### src/rtl/adc_mux_pkg.sv
package adc_mux_pkg;

  localparam int SLOTS = 4;

  typedef enum logic [2:0] {
    CH_CUR_A = 3'd0,
    CH_VLT_A = 3'd1,
    CH_CUR_B = 3'd2,
    CH_VLT_B = 3'd3,
    CH_TEMP  = 3'd4,
    CH_BATT  = 3'd5
  } chan_e;

  typedef enum logic [1:0] {
    CHOP_NORM = 2'd0,
    CHOP_INV  = 2'd1,
    CHOP_TGL  = 2'd2,
    CHOP_TGL2 = 2'd3
  } chop_e;

  // Channel code for a slot; the alternate frame swaps the two current slots
  function automatic chan_e slot_chan(input logic [1:0] slot, input logic alt);
    chan_e c;
    case (slot)
      2'd0:    c = alt ? CH_TEMP : CH_CUR_A;
      2'd1:    c = CH_VLT_A;
      2'd2:    c = alt ? CH_BATT : CH_CUR_B;
      default: c = CH_VLT_B;
    endcase
    return c;
  endfunction

  // Reserved frame lengths are folded into the legal 2..4 range
  function automatic logic [2:0] clamp_len(input logic [2:0] cfg);
    logic [2:0] l;
    if (cfg < 3'd2)      l = 3'd2;
    else if (cfg > 3'd4) l = 3'd4;
    else                 l = cfg;
    return l;
  endfunction

endpackage

### src/rtl/adc_mux_alt_arm.sv
module adc_mux_alt_arm (
  input  logic clk,
  input  logic rst,
  input  logic req,
  input  logic take,
  output logic pending
);

  logic req_q;
  logic rise;

  assign rise = req & ~req_q;

  always_ff @(posedge clk) begin
    if (rst) begin
      req_q   <= 1'b0;
      pending <= 1'b0;
    end else begin
      req_q   <= req;
      pending <= (pending & ~take) | rise;
    end
  end


  alt_arm_on_rise_chk: assert property (@(posedge clk) disable iff (rst)
    (req && !req_q) |=> pending);


  alt_consumed_chk: assert property (@(posedge clk) disable iff (rst)
    (take && !(req && !req_q)) |=> !pending);

endmodule

### src/rtl/adc_mux_chop.sv
module adc_mux_chop
  import adc_mux_pkg::*;
(
  input  logic       clk,
  input  logic       rst,
  input  logic       start,
  input  logic [1:0] mode,
  output logic       pol
);

  always_ff @(posedge clk) begin
    if (rst) begin
      pol <= 1'b0;
    end else if (start) begin
      case (chop_e'(mode))
        CHOP_NORM: pol <= 1'b0;
        CHOP_INV:  pol <= 1'b1;
        default:   pol <= ~pol;
      endcase
    end
  end


  chop_hold_chk: assert property (@(posedge clk) disable iff (rst)
    !start |=> $stable(pol));


  chop_toggle_chk: assert property (@(posedge clk) disable iff (rst)
    (start && mode[1]) |=> (pol != $past(pol)));

endmodule

### src/rtl/adc_mux_slot_ctl.sv
module adc_mux_slot_ctl
  import adc_mux_pkg::*;
(
  input  logic       clk,
  input  logic       rst,
  input  logic       tick,
  input  logic       go,
  input  logic [2:0] len_cfg,
  input  logic       res_cfg,
  output logic       start,
  output logic       busy,
  output logic [1:0] slot,
  output logic       conv_pulse,
  output logic       conv_end
);

  logic [2:0] len_q;
  logic [1:0] ticks_q;
  logic [1:0] cnt;
  logic       last_slot;

  assign start     = go & ~busy;
  assign conv_end  = busy & tick & (cnt == ticks_q - 2'd1);
  assign last_slot = ({1'b0, slot} == len_q - 3'd1);

  always_ff @(posedge clk) begin
    if (rst) begin
      busy       <= 1'b0;
      slot       <= '0;
      cnt        <= '0;
      conv_pulse <= 1'b0;
      len_q      <= 3'd2;
      ticks_q    <= 2'd2;
    end else begin
      conv_pulse <= 1'b0;
      if (start) begin
        busy       <= 1'b1;
        slot       <= '0;
        cnt        <= '0;
        conv_pulse <= 1'b1;
        len_q      <= clamp_len(len_cfg);
        ticks_q    <= res_cfg ? 2'd3 : 2'd2;
      end else if (busy && tick) begin
        if (conv_end) begin
          cnt <= '0;
          if (last_slot) begin
            busy <= 1'b0;
          end else begin
            slot       <= slot + 2'd1;
            conv_pulse <= 1'b1;
          end
        end else begin
          cnt <= cnt + 2'd1;
        end
      end
    end
  end


  tick_count_range_chk: assert property (@(posedge clk) disable iff (rst)
    busy |-> (cnt < ticks_q));


  slot_in_frame_chk: assert property (@(posedge clk) disable iff (rst)
    busy |-> ({1'b0, slot} < len_q));


  go_ignored_chk: assert property (@(posedge clk) disable iff (rst)
    (busy && go && !tick) |=> ($stable(slot) && $stable(cnt) && !conv_pulse));

endmodule

### src/rtl/adc_mux_seq.sv
module adc_mux_seq
  import adc_mux_pkg::*;
#(
  parameter int DATA_W   = 22,
  parameter int SHIFT    = 9,
  parameter int ADDR_W   = 8,
  parameter int RAM_BASE = 16,
  parameter int ALT_OFS  = 4
) (
  input  logic                    clk,
  input  logic                    rst,
  input  logic                    tick,
  input  logic                    frame_go,
  input  logic [2:0]              cfg_len,
  input  logic                    cfg_alt,
  input  logic                    cfg_res,
  input  logic [1:0]              cfg_chop,
  input  logic [DATA_W-1:0]       adc_data,
  output logic [2:0]              chan_sel,
  output logic                    conv_start,
  output logic                    wr_en,
  output logic [ADDR_W-1:0]       wr_addr,
  output logic [DATA_W+SHIFT-1:0] wr_data,
  output logic                    chop_pol,
  output logic                    busy
);

  localparam int WR_W = DATA_W + SHIFT;
  localparam logic [ADDR_W-1:0] BASE_A = ADDR_W'(RAM_BASE);
  localparam logic [ADDR_W-1:0] ALT_A  = ADDR_W'(ALT_OFS);

  logic       start;
  logic [1:0] slot;
  logic       conv_end;
  logic       alt_pend;
  logic       frame_alt;
  logic [ADDR_W-1:0] slot_addr;

  adc_mux_slot_ctl u_ctl (
    .clk        (clk),
    .rst        (rst),
    .tick       (tick),
    .go         (frame_go),
    .len_cfg    (cfg_len),
    .res_cfg    (cfg_res),
    .start      (start),
    .busy       (busy),
    .slot       (slot),
    .conv_pulse (conv_start),
    .conv_end   (conv_end)
  );

  adc_mux_alt_arm u_alt (
    .clk     (clk),
    .rst     (rst),
    .req     (cfg_alt),
    .take    (start),
    .pending (alt_pend)
  );

  adc_mux_chop u_chop (
    .clk   (clk),
    .rst   (rst),
    .start (start),
    .mode  (cfg_chop),
    .pol   (chop_pol)
  );

  always_ff @(posedge clk) begin
    if (rst) frame_alt <= 1'b0;
    else if (start) frame_alt <= alt_pend;
  end

  assign chan_sel  = slot_chan(slot, frame_alt);
  assign slot_addr = BASE_A + ADDR_W'(slot) + ((frame_alt && !slot[0]) ? ALT_A : '0);

  always_ff @(posedge clk) begin
    if (rst) begin
      wr_en   <= 1'b0;
      wr_addr <= '0;
      wr_data <= '0;
    end else begin
      wr_en <= conv_end;
      if (conv_end) begin
        wr_addr <= slot_addr;
        wr_data <= WR_W'(adc_data) << SHIFT;
      end
    end
  end


  start_needs_busy_chk: assert property (@(posedge clk) disable iff (rst)
    conv_start |-> busy);


  go_idle_starts_chk: assert property (@(posedge clk) disable iff (rst)
    (frame_go && !busy) |=> (busy && conv_start && chan_sel[0] == 1'b0));


  write_addr_range_chk: assert property (@(posedge clk) disable iff (rst)
    wr_en |-> (wr_addr >= BASE_A && wr_addr < BASE_A + ALT_A + ADDR_W'(SLOTS)));


  write_low_zero_chk: assert property (@(posedge clk) disable iff (rst)
    wr_en |-> (wr_data[SHIFT-1:0] == '0));

endmodule

### config.mk
export PLATFORM = sky130hd
export DESIGN_NAME = adc_mux_seq
export DESIGN_NICKNAME = d
export VERILOG_FILES = /design/src/rtl/adc_mux_pkg.sv /design/src/rtl/adc_mux_alt_arm.sv /design/src/rtl/adc_mux_chop.sv /design/src/rtl/adc_mux_slot_ctl.sv /design/src/rtl/adc_mux_seq.sv
export SDC_FILE = /design/constraint.sdc
export NUM_CORES = 1
export LEC_CHECK = 0
export BUFFER_PORTS_ARGS = -buffer_cell sky130_fd_sc_hd__buf_4
export CAP_MARGIN = 20
export CORE_MARGIN = 5
export CORE_UTILIZATION = 49
export CTS_CLUSTER_SIZE = 30
export DETAILED_ROUTE_END_ITERATION = 8
export PLACE_DENSITY_LB_ADDON = 0.05
export REMOVE_ABC_BUFFERS = 1
export SLEW_MARGIN = 10
export SYNTH_ARGS = -nofsm -noshare
export SYNTH_HDL_FRONTEND = slang
export SYNTH_HIERARCHICAL = 1
export SYNTH_SLANG_ARGS = --single-unit
### constraint.sdc
create_clock -name clk -period 4.4 [get_ports clk]
set_input_delay 1.1 -clock clk [delete_from_list [all_inputs] [get_ports clk]]
set_output_delay 1.1 -clock clk [all_outputs]
set_load 0.005 [all_outputs]
==> impl_metrics.json <==
{
  "worstSetupStartpointType": "flop",
  "whs_ns": 0.4825,
  "postCtsResizedCells": 0,
  "switchingPower_mw": 0.1522,
  "yosysTopAreaCellShare": 0.4747,
  "cts_setup_buffers": 0,
  "p_int_mw": 0.4750,
  "insertedDiodeCount": 0,
  "relSlewSlack": 0.4939,
  "hold_path_class": "reg -> reg",
  "drt.antenna.violating_nets": 0,
  "tns_ns": 0,
  "drt-wirelength-per-cell_um": 12.63,
  "comb_power_share": 0.102,
  "synth.avg_cell_area_um2": 9.995,
  "setup_viol": 0,
  "yosys.area_share.xor_xnor": 0.02533,
  "clock-sinks": 41,
  "synthTopCellsByArea": "dfxtp_1 (47%), mux2i_1 (16%), nor2_1 (7.8%)",
  "area_growth_syn_to_layout_pct": 27.64,
  "drt_iter0_drc": 50,
  "fillCellCount": 292,
  "stdcell_count": 284,
  "setup_slack_ns": 2.085,
  "required_ns": 3.30,
  "finalPower_mw": 0.6272,
  "fin_nets": 271,
  "syn_inst": 173,
  "yosysUniqueCellTypes": 35,
  "routed_wl_um": 3588,
  "io_pins": 79,
  "cp.arrival_ns": 1.21,
  "yosysSeqAreaShare": 0.4747,
  "power_density_mw_per_mm2": 284.2,
  "floorplan.initialDensity": 0.5102,
  "yosys.area.top_type": "dfxtp_1",
  "ys.flop_type": "dfxtp_1",
  "fp.dieH_um": 69.41,
  "drcViolationCount": 0,
  "endpoint_kind": "primary output",
  "row_count": 21,
  "track_usage": 0.1488,
  "place_ws_ns": 1.858,
  "antenna_found_initial": 0,
  "grt_pass1_wl_um": 5865,
  "fmaxAchievable_mhz": 432.0,
  "port_buffers": 65,
  "synth_area_mm2": 0.001729,
  "worstMarginPinSlew_ns": 0.7581,
  "synth_warnings": 6,
  "power.leakage_nw": 0.9888,
  "cts_buffer_depth": 2,
  "max_cap_violations": 0,
  "cts-root-buf": "clkbuf_4",
  "synth_compound_area_frac": 0.05282,
  "synth-simple-area-share": 0.1693,
  "vdd_drop_max_mv": 0.1947,
  "synthMuxAreaShare": 0.1563,
  "ys_ff_latch": 41,
  "synth-edff-count": 0,
  "synth_top_family_by_area": "simple AND/OR/NAND/NOR gates",
  "seqPwrFrac": 0.612,
  "cts_made_buffers": 5,
  "place_area_mm2": 0.002145,
  "dp.cells": 275,
  "skew_ns": 0.009584,
  "clkLatencyLatePin_ns": 0.35,
  "grt_max_degree": 40,
  "vias_per_cell": 4.687,
  "chipWidth_um": 69.41,
  "run_status": "complete, no violations",
  "postLayoutCoreUtil": 0.6512,
  "hold_viol_final": 0,
  "min_period_over_period": 0.5261,
  "htreeDepth": 2,
  "rsz0062_at_grt": "no",
  "first_global_vias": 1342,
  "slew_viol_final": 0,
  "vias": 1331,
  "clkPwrFrac": 0.286,
  "hpwl_um": 2633,
  "critPathKind": "reg -> out",
  "finalWeightedCongestion": 0.7058,
  "final_layout_size_suffix_gt1_frac": 0.3403,
  "clkTransAtPathRegs_ns": 0.12,
  "critPathMaxFanout": 7,
  "fin_crit_ns": 2.315,
  "holdBufCountCts": 0,
  "design.die.area_mm2": 0.004817,
  "swShare": 0.2426,
  "async_flop_share": 0,
  "drtPass1Iterations": 5,
  "final_area_mm2": 0.002207,
  "overflow": 0,
  "synthAdderAreaFrac": 0.007236,
  "cts_tree": "done",
  "design.core.area_mm2": 0.003390
}
## cell usage in the layout (no fill, tap or decap), types with 2 or more instances in the layout
cell type  count
nand2b_1       3
a21oi_2        2
inv_1          4
nor3b_1        2
clkinv_2       2
dfxtp_1       41
xnor2_1        2
nor3_1         2
o21ai_0        2
nand3b_1       2
a21o_1         2
nand2_1        4
nor2_1        36
conb_1        13
clkbuf_4       5
nor2b_1        4
buf_4         66
mux2i_1       27
xor2_1         3
nand3_1        2
## synth_stat cells, types with 3 or more instances
cell type   n
buf_2       3
buf_4      14
dfxtp_1    41
inv_1       4
mux2i_1    27
nand2_1     4
nand2b_1    3
nor2_1     36
nor2b_1     4
xor2_1      3
## final timing paths
check,from,endpoint,slack (ns),cells past startpoint
min reg2reg,wr_addr[4],wr_addr[4],0.48,2
max reg2reg,u_ctl/cnt[0],wr_addr[2],2.56,5
max,u_ctl/slot[0],chan_sel[1],2.09,3
min,wr_addr[4],wr_addr[4],0.48,2
## cell type report
cell class              count  area (µm²)  area share
clock buffers               5       37.54     0.01701
repair buffers             66       495.5      0.2245
inverters                   5       18.77    0.008503
multi-input cells         118       759.5      0.3441
well taps                  46       57.56     0.02608
clock inverters             3       17.52    0.007936
flip-flops and latches     41       820.8      0.3719
## power groups by stage
| stage | Clock, mW | Sequential, mW | Combinational (mW) |
|---|---|---|---|
| floorplan | 0 | 0.391 | 0.0258 |
| global placement | 0 | 0.392 | 0.0611 |
| detailed placement | 0 | 0.392 | 0.0635 |
| CTS | 0.188 | 0.384 | 0.0636 |
| global route | 0.205 | 0.385 | 0.0712 |
| finish | 0.180 | 0.384 | 0.0640 |
## cell families (layout without fill, tap and decap cells)
family | after synthesis | count (layout)
DFF | 41 | 41
buffers and inverters | 26 | 79
xor gates and xnor gates | 5 | 5
and+or+nand+nor | 60 | 60
adders and majority gates | 1 | 1
other | 1 | 13
muxes | 27 | 27
AOI/OAI and AO/OA | 12 | 12
## sequential cells by signal, indices dropped and copies added (netlist names)
| register | flops |
|---|---|
| u_ctl/len_q | 3 |
| u_ctl/ticks_q | 1 |
| u_alt/pending | 1 |
| u_alt/req_q | 1 |
| u_ctl/slot | 2 |
| u_ctl/busy | 1 |
| u_ctl/cnt | 2 |
| u_ctl/conv_pulse | 1 |
| wr_addr | 4 |
| wr_en | 1 |
| wr_data | 22 |
| u_chop/pol | 1 |
| frame_alt | 1 |
## worst max-delay path: stages, from the launching register on
cell	delay, ns
dfxtp_1	0.40
nor2b_1	0.25
nor2b_1	0.07
buf_4	0.14
## per-layer routing
metal / part of all wire / GRT usage
met1: 0.38 / 0.1543
met2: 0.54 / 0.2680
met3: 0.079 / 0.05797
met4: 0.0095 / 0.05640
met5: 0 / 0
(Power assumes the default switching activity.)
